File: src/rtl/match_timer.sv
module match_timer #(
  parameter int CNT_W  = 16,
  parameter int MODE_W = 4
) (
  input  logic             clk,
  input  logic             rst_n,
  input  logic             tick,
  input  logic [MODE_W-1:0] mode,
  input  logic             cnt_we,
  input  logic [CNT_W-1:0] cnt_wdata,
  input  logic             cmpa_we,
  input  logic             cmpb_we,
  input  logic             cap_we,
  input  logic [CNT_W-1:0] reg_wdata,
  input  logic             acta_we,
  input  logic             actb_we,
  input  logic [1:0]       act_wdata,
  input  logic             force_a,
  input  logic             force_b,
  input  logic             ovf_clr,
  input  logic             flga_clr,
  input  logic             flgb_clr,
  output logic [CNT_W-1:0] count,
  output logic             ovf,
  output logic             flag_a,
  output logic             flag_b,
  output logic             pin_a,
  output logic             pin_b
);

  localparam logic [CNT_W-1:0]  MAXV     = '1;
  localparam logic [MODE_W-1:0] MODE_TOA = MODE_W'(4);
  localparam logic [MODE_W-1:0] MODE_TOC = MODE_W'(12);

  logic [CNT_W-1:0] cmpa_q, cmpb_q, cap_q;
  logic [1:0]       acta_q, actb_q;

  wire adv      = tick && !cnt_we;
  wire hit_a    = adv && (count == cmpa_q);
  wire hit_b    = adv && (count == cmpb_q);
  wire at_top   = ((mode == MODE_TOA) && (count == cmpa_q)) ||
                  ((mode == MODE_TOC) && (count == cap_q));
  wire wrap     = adv && !at_top && (count == MAXV);

  function automatic logic act(input logic [1:0] a, input logic p);
    case (a)
      2'b01:   act = !p;
      2'b10:   act = 1'b0;
      2'b11:   act = 1'b1;
      default: act = p;
    endcase
  endfunction

  always_ff @(posedge clk or negedge rst_n) begin
    if (!rst_n) begin
      count  <= '0;
      cmpa_q <= '0;
      cmpb_q <= '0;
      cap_q  <= '0;
      acta_q <= '0;
      actb_q <= '0;
      ovf    <= 1'b0;
      flag_a <= 1'b0;
      flag_b <= 1'b0;
      pin_a  <= 1'b0;
      pin_b  <= 1'b0;
    end else begin
      if (cnt_we)      count <= cnt_wdata;
      else if (adv)    count <= at_top ? '0 : count + 1'b1;
      if (cmpa_we)     cmpa_q <= reg_wdata;
      if (cmpb_we)     cmpb_q <= reg_wdata;
      if (cap_we)      cap_q  <= reg_wdata;
      if (acta_we)     acta_q <= act_wdata;
      if (actb_we)     actb_q <= act_wdata;
      if (wrap)          ovf <= 1'b1;
      else if (ovf_clr)  ovf <= 1'b0;
      if (hit_a)         flag_a <= 1'b1;
      else if (flga_clr) flag_a <= 1'b0;
      if (hit_b)         flag_b <= 1'b1;
      else if (flgb_clr) flag_b <= 1'b0;
      if (hit_a || force_a) pin_a <= act(acta_q, pin_a);
      if (hit_b || force_b) pin_b <= act(actb_q, pin_b);
    end
  end

  assert_count_up_R1: assert property (@(posedge clk) disable iff (!rst_n)
    (mode == '0 && tick && !cnt_we && count != MAXV) |=> count == $past(count) + 1'b1);
  assert_wrap_ovf_R2: assert property (@(posedge clk) disable iff (!rst_n)
    (mode == '0 && tick && !cnt_we && count == MAXV) |=> (count == '0 && ovf));
  assert_ovf_sticky_R3: assert property (@(posedge clk) disable iff (!rst_n)
    (ovf && !ovf_clr) |=> ovf);
  assert_top_a_R4: assert property (@(posedge clk) disable iff (!rst_n)
    (mode == MODE_TOA && tick && !cnt_we && count == cmpa_q) |=> count == '0);
  assert_top_cap_R5: assert property (@(posedge clk) disable iff (!rst_n)
    (mode == MODE_TOC && tick && !cnt_we && count == cap_q) |=> count == '0);
  assert_hold_R6: assert property (@(posedge clk) disable iff (!rst_n)
    (!tick && !cnt_we) |=> $stable(count));
  assert_write_wins_R7: assert property (@(posedge clk) disable iff (!rst_n)
    cnt_we |=> count == $past(cnt_wdata));
  assert_toggle_R9: assert property (@(posedge clk) disable iff (!rst_n)
    (tick && !cnt_we && count == cmpa_q && acta_q == 2'b01) |=> pin_a != $past(pin_a));
  assert_idle_pin_R9: assert property (@(posedge clk) disable iff (!rst_n)
    (acta_q == 2'b00) |=> $stable(pin_a));
  assert_force_noflag_R11: assert property (@(posedge clk) disable iff (!rst_n)
    (force_a && !tick && !flag_a) |=> !flag_a);

endmodule

File: config.mk
export PLATFORM = sky130hd
export DESIGN_NAME = match_timer
export DESIGN_NICKNAME = d
export VERILOG_FILES = /design/src/rtl/match_timer.sv
export SDC_FILE = /design/constraint.sdc
export NUM_CORES = 1
export LEC_CHECK = 0
export BUFFER_PORTS_ARGS = -buffer_cell sky130_fd_sc_hd__buf_2
export CORE_MARGIN = 8
export CORE_UTILIZATION = 34
export CTS_BUF_LIST = sky130_fd_sc_hd__clkbuf_8 sky130_fd_sc_hd__clkbuf_16
export DETAILED_ROUTE_END_ITERATION = 10
export SYNTH_ARGS = -nofsm -noshare
export SYNTH_HDL_FRONTEND = slang
export SYNTH_SLANG_ARGS = --single-unit
File: constraint.sdc
create_clock -name clk -period 1.9 [get_ports clk]
set_input_delay 0.38 -clock clk [delete_from_list [all_inputs] [get_ports clk]]
set_output_delay 0.38 -clock clk [all_outputs]
set_load 0.01 [all_outputs]
==> results of run 1 <==
[Yosys cell counts, types with 6 or more instances]
master    instances  area, um^2
dfrtp_1          73        1827
o21ai_0           7       35.03
xnor2_1          22       192.7
nand2_2           8       50.05
inv_1             7       26.28
xor2_1           23       201.4
nand3_1          13       65.06
a21oi_1           6       30.03
nor2_1           15       56.30
o211ai_2          8       100.1
nand2_1          13       48.80
nand4_1           8       50.05
mux2_2           50       563.0
buf_6             9       101.4
clkbuf_1          7       26.28
a22oi_1          12       90.09
[worst reg2reg max path: stages (launching register included)]
cell	delay [ps]
dfrtp_2	460
xor2_1	180
nor4_2	320
and3_4	250
nand4_4	150
a31oi_1	220
o221ai_1	120
[timing repair]
| action | in CTS | in global routing |
|---|---|---|
| gates resized for setup | 11 | 22 |
| hold endpoints to repair | 0 | 0 |
| cloned | 1 | 0 |
| buffers inserted | 1 | 8 |
| pin swaps | 5 | 12 |
| endpoints found under the setup margin | 16 | 17 |
[final cells by class]
| class | count | area (um^2) | share of cell area |
|---|---|---|---|
| clock buffers | 10 | 239.0 | 0.04562 |
| clock inverters | 6 | 82.58 | 0.01576 |
| inverters | 7 | 26.28 | 0.005016 |
| multi-input cells | 239 | 2127 | 0.4060 |
| flip-flops and latches | 73 | 1842 | 0.3516 |
| well taps | 147 | 183.9 | 0.03511 |
| repair buffers | 116 | 738.2 | 0.1409 |
[sequential cells by signal, summed over array words and instances, names as in the netlist]
name	cells
cap_q	16
cmpa_q	16
cmpb_q	16
count	16
acta_q	2
actb_q	2
flag_a	1
flag_b	1
ovf	1
pin_a	1
pin_b	1
[logic make-up (layout without fill, tap and decap cells)]
| kind of cell | Yosys count | count (layout) |
|---|---|---|
| flops | 73 | 73 |
| fa+ha+maj | 1 | 1 |
| buf+inv | 33 | 139 |
| mux | 50 | 50 |
| compound gates | 42 | 42 |
| simple gates | 96 | 97 |
| xor+xnor | 49 | 49 |
[metal layers]
metal	up-vias	share of wire	global-route usage
li1	1423	-	-
met1	1472	0.48	0.1903
met2	60	0.46	0.2266
met3	11	0.048	0.04207
met4	0	0.011	0.03868
met5	-	0	0
[final timing paths]
kind	start	to	cells past startpoint
hold / removal	rst_n	cmpa_q[1]	1
hold reg to reg	cap_q[15]	cap_q[15]	1
setup / recovery	count[15]	count[5]	6
min in group clk	ovf_clr	ovf	2
setup reg to reg	count[15]	count[5]	6
max in group asynchronous	rst_n	count[3]	2
[metrics by stage]
stage | total power [W] | worst slack, ps | TNS (ps)
floorplan | 0.002470 | 105.8 | 0
global placement | 0.002799 | -114.0 | -1208
detailed placement | 0.002818 | -106.4 | -1100
CTS | 0.004687 | -2.929 | -2.929
global route | 0.004916 | -20.76 | -49.93
finish | 0.004687 | 68.30 | 0
[report_power, final]
| part | leakage, nW | internal (W) | switching, W |
|---|---|---|---|
| registers | 0.855 | 0.00172 | 0.000187 |
| logic | 1.28 | 0.000496 | 0.000464 |
| clock network | 0.164 | 0.00118 | 0.000642 |
==> reports/results.txt, run 1 <==
Status -> completed
# clock sinks -> 73
Most common cell after layout, fill and taps aside -> buf_2
Root Buffer -> clkbuf_16
Post-synthesis compound-gate area fraction -> 0.08295
Vias in the first global route -> 3,236
Pwr dens -> 894.6 mW/mm^2
Family with the most delay on the worst path -> simple AND/OR/NAND/NOR gates
H-tree lvl count -> 3
GRT overflow -> 0
Clk_skew -> 7.957 ps
Final Slew Violations -> 0
Placed Instances -> 572
Tot GR Track Use -> 0.1446
CP cell instances -> xor2_1 -> nor4_2 -> and3_4 -> nand4_4 -> a31oi_1 -> o221ai_1
Via count -> 2,966
DR vias/cell -> 4.960
Post-Synth XOR/XNOR Area -> 0.1215
Share of cells above drive strength 1 -> 0.5322
Worst Setup End Kind -> flop
Post-synth EDFFs -> 0
Clock buffer depth -> 2
Largest net degree at the start of global routing -> 29
Initial drt markers -> 136
Slew HR -> 0.6472
Worst hold margin -> 18.15 ps
Final Wtd Congestion -> 0.7976
Max-cap violations -> 0
Ys Warns -> 0
Synth unique cells -> 47
Synthesized area -> 0.004058 mm^2
Post-synthesis mux area share -> 0.1388
Remaining antenna violation count -> 0
Final hold vios -> 0
Initial Util -> 0.3435
Max FO, Critical Path -> 6
Least-Margin Pin Slew -> 529.2 ps
Main combinational cell family by area after synthesis -> simple AND/OR/NAND/NOR gates
Fill cell count -> 1,101
Drt drc -> 0
Min cycle time layout -> 1832 ps
IO Pins -> 73
Crit path required time -> 2100 ps
Die H -> 125.2 um
Global-route wire length before repair -> 17,640 um
Final nets -> 499
CP max-delay cell -> dfrtp_2
Setup violators final -> 0
Startpoint types -> flop
Synth-to-layout area growth -> 29.11%
Crit path buf inv count -> 0
Hold Buf Count CTS -> 0
Non-Filler Instances -> 598
Peak VDD IR -> 0.0004914 V
Dpl cell area -> 0.004707 mm^2
Die width -> 125.2 um
Mapped Cells -> 344
Final core utilization -> 0.4435
Ys flop type -> dfrtp_1
Initial antenna violation count -> 0
Drt pass-1 iters -> 4
Clock slew at reported path FFs -> 60 ps
Core outline area -> 0.01181 mm^2
Num CTS Buffers -> 9
Highest clock rate -> 0.5459 GHz
Syn avg cell area -> 11.80 um^2
Clk_lat worst skew -> 340 ps
Seq/Total Area, Yosys -> 0.4502
Post-synth net total -> 397
Critical Path AT -> 2040 ps
Largest stage delay, worst path -> 460 ps
Commonest cells after routing, fill and taps aside -> buf_2, dfrtp_1, mux2_2
# diodes -> 0
# port buffers -> 72
Worst Hold Class -> primary input to asynchronous set/reset pin
Setup CP Type -> flop to flop
Die area -> 0.01569 mm^2
Period utilisation layout -> 0.9641
Routed len/inst -> 18.23 um
Routed wire length -> 10,900 um
Register bit total from synthesis -> 73
FFs w/ async S/R, synth -> 1.000
Row count -> 40
RSZ-0062 raised after global routing -> yes
Simple-Gate Fraction of Synth Area -> 0.1520
Final instance area -> 0.005239 mm^2
TritonCTS clock tree -> yes
Leak -> 2.302 nW
Adder-cell share of the synthesized area -> 0.003084
R2r setup slk -> 70 ps
Detailed Place HPWL -> 8295 um
(Power assumes the default switching activity.)
==> run 2: changes to the inputs <==
Settings changed: CORE_ASPECT_RATIO from default to 1.1, CORE_MARGIN 8 to 10.
==> run 2 against run 1 <==
Effect of this change:
- utilization up 1.4 points
- the run now ends with negative setup slack left
- critical endpoint is now count[12]
- clock power increased by 3%
- largest cell class unchanged
- combinational power rose by 5%
- largest power group unchanged
==> reports/results.txt, run 2 (synthesis gave the netlist of run 1 again) <==
Worst R2R Start -> count[14]
Setup violators final -> 5 (+5)
Failing checks -> negative setup slack
Initial Util -> 0.3500 (+0.006451)
Leak -> 2.315 nW (+0.56%)
Period utilisation layout -> 1.008 (+0.04352)
# port buffers -> 72 (unchanged)
Comb pwr share -> 0.211 (+0.006)
Tot GR Track Use -> 0.1415 (-0.003107)
Critical Path AT -> 2140 ps (+100 ps)
Initial drt markers -> 125 (-8.1%)
Register area -> 0.001837 mm^2 (-0.27%)
Register share of total power -> 0.398 (-0.009)
Status -> finished with violations
Die width -> 124.2 um (-0.87%)
CP max-delay cell -> dfrtp_2
Vias in the first global route -> 3,300 (+2.0%)
Core outline area -> 0.01159 mm^2 (-1.8%)
TritonCTS clock tree -> yes
R2r setup slk -> -10 ps (-80 ps)
Sink of the worst hold path -> flag_b
Initial antenna violation count -> 0 (unchanged)
IO Pins -> 73 (unchanged)
Num CTS Buffers -> 9 (unchanged)
Final nets -> 501 (+0.40%)
Peak VDD IR -> 0.0004049 V (-18%)
# diodes -> 0 (unchanged)
Startpoint types -> flop
Least-Margin Pin Slew -> 481.2 ps (-48.03 ps)
Area of the multi-input gates -> 0.002180 mm^2 (+2.5%)
Worst Hold Class -> primary input to flop
Post-place setup slack -> -36.98 ps (+69.41 ps)
Net Sw Frac -> 0.2838 (+0.007717)
# clock sinks -> 73 (unchanged)
Final Slew Violations -> 0 (unchanged)
RR Endpoint -> count[12]
Min cycle time layout -> 1914 ps (+82.69 ps)
Setup CP Type -> flop to flop
Commonest cells after routing, fill and taps aside -> buf_2, dfrtp_1, mux2_2
Most common cell after layout, fill and taps aside -> buf_2
H-tree lvl count -> 3 (unchanged)
Pwr dens -> 899.3 mW/mm^2 (+0.52%)
RSZ-0062 raised after global routing -> yes
Setup WS post-layout -> -14.39 ps (-82.69 ps)
Largest net degree at the start of global routing -> 57 (+97%)
Final hold vios -> 0 (unchanged)
R2r worst-path depth -> 8 (+2)
Clock slew at reported path FFs -> 60 ps (about the same)
Slew HR -> 0.6792 (+0.03202)
CP Depth -> 8 (+2)
Family with the most delay on the worst path -> simple AND/OR/NAND/NOR gates
Via count -> 3,029 (+2.1%)
Switching power total -> 0.001355 W (+4.7%)
Routed wire length -> 11,570 um (+6.1%)
Fill cell count -> 1,087 (-1.3%)
Crit path buf inv count -> 2 (+2)
Share of cells above drive strength 1 -> 0.5320 (about the same)
Int Power -> 0.003420 W (+0.80%)
Final Wtd Congestion -> 0.9112 (+14%)
Synth-to-layout area growth -> 30.87%
Placed Instances -> 575 (+0.52%)
Drt pass-1 iters -> 4 (unchanged)
Die area -> 0.01671 mm^2 (+6.5%)
Hold Crit Depth -> 2
Detailed Place HPWL -> 8575 um (+3.4%)
Highest clock rate -> 0.5224 GHz (-4.3%)
Clk_lat worst skew -> 340 ps (about the same)
DR vias/cell -> 5.023 (+1.3%)
CP cell instances -> xnor2_1 -> nand4_1 -> nor4_4 -> buf_4 -> a21oi_4 -> buf_12 -> o211ai_2 -> nand2_2
Non-Filler Instances -> 603 (+0.84%)
Drt drc -> 0 (unchanged)
Worst Setup End Kind -> flop
Global-route wire length before repair -> 18,200 um (+3.2%)
Clk_skew -> 8.717 ps (+0.7596 ps)
Root Buffer -> clkbuf_16
Max-cap violations -> 0 (unchanged)
Clock Power Share -> 0.392 (+0.004)
Routed len/inst -> 19.19 um (+5.3%)
Clock buffer depth -> 2 (unchanged)
GRT overflow -> 0 (unchanged)
Max FO, Critical Path -> 8 (+2)
Die H -> 134.6 um (+7.4%)
Crit path required time -> 2120 ps (+20 ps)
Remaining antenna violation count -> 0 (unchanged)
Largest stage delay, worst path -> 460 ps (about the same)
Row count -> 41 (+2.5%)
Min-delay src -> flgb_clr
==> run 2: cell type report <==
| type | count | share of cell area |
|---|---|---|
| clock buffers | 10 | 0.04500 |
| clock inverters | 6 | 0.01673 |
| inverters | 7 | 0.004948 |
| multi-input cells | 240 | 0.4105 |
| flip-flops and latches | 73 | 0.3459 |
| well taps | 150 | 0.03534 |
| repair buffers | 117 | 0.1416 |
==> run 2: how the worst max path moves through the flow <==
| stage | startpoint | endpoint | slack, ps |
|---|---|---|---|
| finish | count[14] | count[12] | -10 |
| global route | count[10] | pin_a | -60 |
| CTS | count[0] | count[14] | 3 |
| detailed placement | count[12] | count[12] | -40 |
| global placement | count[12] | count[9] | -20 |
| floorplan | count[1] | count[12] | 110 |
==> run 2: power groups by stage <==
stage	Clock [W]	Sequential, W	Combinational, W
after CTS	0.00192	0.00188	0.000975
after floorplan	0	0.00186	0.000609
after global routing	0.00198	0.00192	0.00109
after global placement	0	0.00190	0.000919
final	0.00187	0.00190	0.00101
after detailed placement	0	0.00191	0.000931
==> run 2: per-layer routing <==
metal,up-vias,track usage,part of all wire
li1,1428,-,-
met1,1497,0.1709,0.43
met2,87,0.2268,0.48
met3,17,0.03795,0.070
met4,0,0.06722,0.022
met5,-,0,0
==> run 2: timing repair <==
item	4_1_cts	5_1_grt
pin swaps	7	16
setup endpoints to repair	12	19
resized for setup	9	26
gates cloned	2	0
hold endpoints to repair	14	0
setup buffers	6	4
hold buffers	1	0
==> run 2: through the flow <==
step	hold slack, ps	total power [W]	TNS [ps]	instance area (um^2)	utilization
detailed placement	356.4	0.002840	-279.4	4723	0.4074
global route	209.4	0.004992	-519.8	5310	0.4580
global placement	365.9	0.002818	-99.38	4723	0.4074
floorplan	84.41	0.002470	0	4058	-
CTS	205.1	0.004775	0	5180	0.4468
finish	217.6	0.004775	-38.09	5310	0.4580
==> run 3: changes to the inputs <==
Settings changed: BUFFER_PORTS_ARGS -buffer_cell sky130_fd_sc_hd__buf_2 to -buffer_cell sky130_fd_sc_hd__clkbuf_2, CTS_BUF_LIST sky130_fd_sc_hd__clkbuf_8 sky130_fd_sc_hd__clkbuf_16 to sky130_fd_sc_hd__clkbuf_4 sky130_fd_sc_hd__clkbuf_8, TNS_END_PERCENT from default to 30.
==> run 3 against run 2 <==
Effect of this change:
- cell area down 5.7%
- sequential cell count unchanged
- the flow still finishes with violations (negative setup slack)
- sequential share of layout area up 2.1 points
- critical path type unchanged
- non-clock buffer count down 5
- register-to-register slack about the same
- hold slack worse by 27 ps
- worst setup slack worse by 0.80 ps
- clock skew up 2.6 ps
- utilization down 2.6 points
- final cell count down 1.0%
- clock power down 43%
- combinational power down 7%
==> reports/results.txt, run 3 (synthesis gave the netlist of run 1 again) <==
CP max-delay cell -> dfrtp_1
# port buffers -> 72 (unchanged)
Root Buffer -> clkbuf_8
Die area -> 0.01671 mm^2 (unchanged)
Detailed Place HPWL -> 8454 um (-1.4%)
Slew HR -> 0.6594 (-0.01987)
Die width -> 124.2 um (unchanged)
Max-cap violations -> 0 (unchanged)
Via count -> 3,014 (-0.50%)
Final nets -> 496 (-1.0%)
Setup violators final -> 2 (-3)
Clock Power Share -> 0.272 (-0.120)
Initial Util -> 0.3500 (unchanged)
Switching power total -> 0.001229 W (-9.3%)
Leak -> 2.202 nW (-4.9%)
Initial drt markers -> 172 (+38%)
Global-route wire length before repair -> 17,350 um (-4.7%)
Vias in the first global route -> 3,193 (-3.2%)
H-tree lvl count -> 3 (unchanged)
Worst Setup End Kind -> flop
Post-place setup slack -> -65.92 ps (-28.93 ps)
Largest net degree at the start of global routing -> 51 (-11%)
Failing checks -> negative setup slack
Clock slew at reported path FFs -> 80 ps (+20 ps)
Crit path required time -> 2170 ps (+50 ps)
Most common cell after layout, fill and taps aside -> clkbuf_2
Comb pwr share -> 0.243 (+0.032)
Tot GR Track Use -> 0.1351 (-0.006386)
GRT overflow -> 0 (unchanged)
Startpoint types -> flop
Peak VDD IR -> 0.0002936 V (-27%)
Drt pass-1 iters -> 4 (unchanged)
Max FO, Critical Path -> 8 (unchanged)
CP cell instances -> buf_4 -> xnor2_2 -> nand4_1 -> nor4_4 -> buf_4 -> a21oi_4 -> nand2_2 -> o32ai_1
Pwr dens -> 776.1 mW/mm^2 (-14%)
Least-Margin Pin Slew -> 511.0 ps (+29.81 ps)
Initial antenna violation count -> 0 (unchanged)
Int Power -> 0.002657 W (-22%)
Row count -> 41 (unchanged)
Worst path most repeated cell -> buf_4
Synth-to-layout area growth -> 23.37%
Die H -> 134.6 um (unchanged)
Register share of total power -> 0.485 (+0.087)
Highest clock rate -> 0.5221 GHz (about the same)
DR vias/cell -> 5.049 (+0.50%)
IO Pins -> 73 (unchanged)
Setup CP Type -> flop to flop
Drt drc -> 0 (unchanged)
Clk_skew -> 11.36 ps (+2.642 ps)
Share of cells above drive strength 1 -> 0.5101 (-0.02194)
Final instance area -> 0.005006 mm^2 (-5.7%)
Worst R2R Start -> count[12]
Clk_lat worst skew -> 360 ps (+20 ps)
Worst Hold Class -> primary input to flop
TritonCTS clock tree -> yes
Net Sw Frac -> 0.3162 (+0.03248)
Status -> finished with violations
Setup WS post-layout -> -15.19 ps (-0.8014 ps)
Min cycle time layout -> 1915 ps (+0.8014 ps)
Final Wtd Congestion -> 0.8548 (-6.2%)
Largest stage delay, worst path -> 420 ps (-40 ps)
Final hold vios -> 0 (unchanged)
Dpl cell area -> 0.004741 mm^2 (+0.37%)
# clock sinks -> 73 (unchanged)
Min-delay src -> ovf_clr
Commonest cells after routing, fill and taps aside -> clkbuf_2, dfrtp_1, mux2_2
RSZ-0062 raised after global routing -> yes
Crit path buf inv count -> 2 (unchanged)
Clock buffer depth -> 2 (unchanged)
Family with the most delay on the worst path -> compound AO/OA/AOI/OAI gates
Routed wire length -> 11,140 um (-3.7%)
Critical Path AT -> 2190 ps (+50 ps)
Core outline area -> 0.01159 mm^2 (unchanged)
Num CTS Buffers -> 9 (unchanged)
Final Slew Violations -> 0 (unchanged)
Routed len/inst -> 18.65 um (-2.8%)
Remaining antenna violation count -> 0 (unchanged)
Period utilisation layout -> 1.008 (about the same)
# diodes -> 0 (unchanged)
Fill cell count -> 1,130 (+4.0%)
Crit path launch -> count[12]
## run 3: changes by cell type in the layout (fill, tap and decap cells not counted), sizes merged
cell      before  now
inv            8    7
clkinv         1    5
clkbuf        10   80
buf          116   40
bufinv         2    0
clkinvlp       2    1
## run 3: worst reg2reg max path, cell delays in order, from the launching register on
cell and delay [ps]:
dfrtp_1 420, buf_4 200, xnor2_2 160, nand4_1 130
nor4_4 50, buf_4 160, a21oi_4 300, nand2_2 140
o32ai_1 280
## run 3: path summary, 6_finish.rpt
path	slack, ps	to	cells past startpoint
setup / recovery	-20	ovf	8
min in group asynchronous	470	count[14]	2
max in group asynchronous	850	cap_q[2]	3
hold / removal	190	ovf	2
hold reg to reg	530	cap_q[12]	1
setup reg to reg	-20	ovf	8
## run 3: final cells by class
type	count	area (um^2)	share of cell area
timing repair buffer	112	718.2	0.1435
clock buffer	9	123.9	0.02474
sequential	73	1834	0.3664
tap	150	187.7	0.03749
clock inverter	6	36.28	0.007248
inverter	7	26.28	0.005249
multi-input combinational	240	2079	0.4154
## run 3: power groups by stage
| stage | clock network (W) | registers, W | logic, W |
|---|---|---|---|
| finish | 0.00106 | 0.00188 | 0.000944 |
| global route | 0.00114 | 0.00191 | 0.00103 |
| CTS | 0.00109 | 0.00188 | 0.000954 |
| detailed placement | 0 | 0.00191 | 0.000928 |
| global placement | 0 | 0.00190 | 0.000914 |
| floorplan | 0 | 0.00186 | 0.000609 |
## run 3: timing repair
action	CTS	global route
pin swaps	8	10
endpoints found under the hold margin	23	0
gates resized for setup	11	6
endpoints found under the setup margin	14	18
setup buffers	2	0
cloned	2	0
hold buffers	1	0
## run 3: through the flow
stage	std cells	setup TNS (ps)	power [W]	hold WS (ps)	util
2_1_floorplan	344	0	0.002470	84.41	-
3_3_place_gp	577	-260.2	0.002816	318.9	0.4089
3_5_place_dp	577	-445.6	0.002836	320.6	0.4089
4_1_cts	597	-11.35	0.003928	183.7	0.4303
5_1_grt	597	-942.0	0.004080	187.2	0.4318
6_report	597	-29.63	0.003885	190.9	0.4318
## run 3: layer usage
metal | GRT usage | wire length (um) | share of wire
met3 | 0.03461 | 769 | 0.069
met1 | 0.1676 | 4837 | 0.43
met2 | 0.2157 | 5332 | 0.48
met5 | 0 | 0 | 0
met4 | 0.05762 | 197 | 0.018
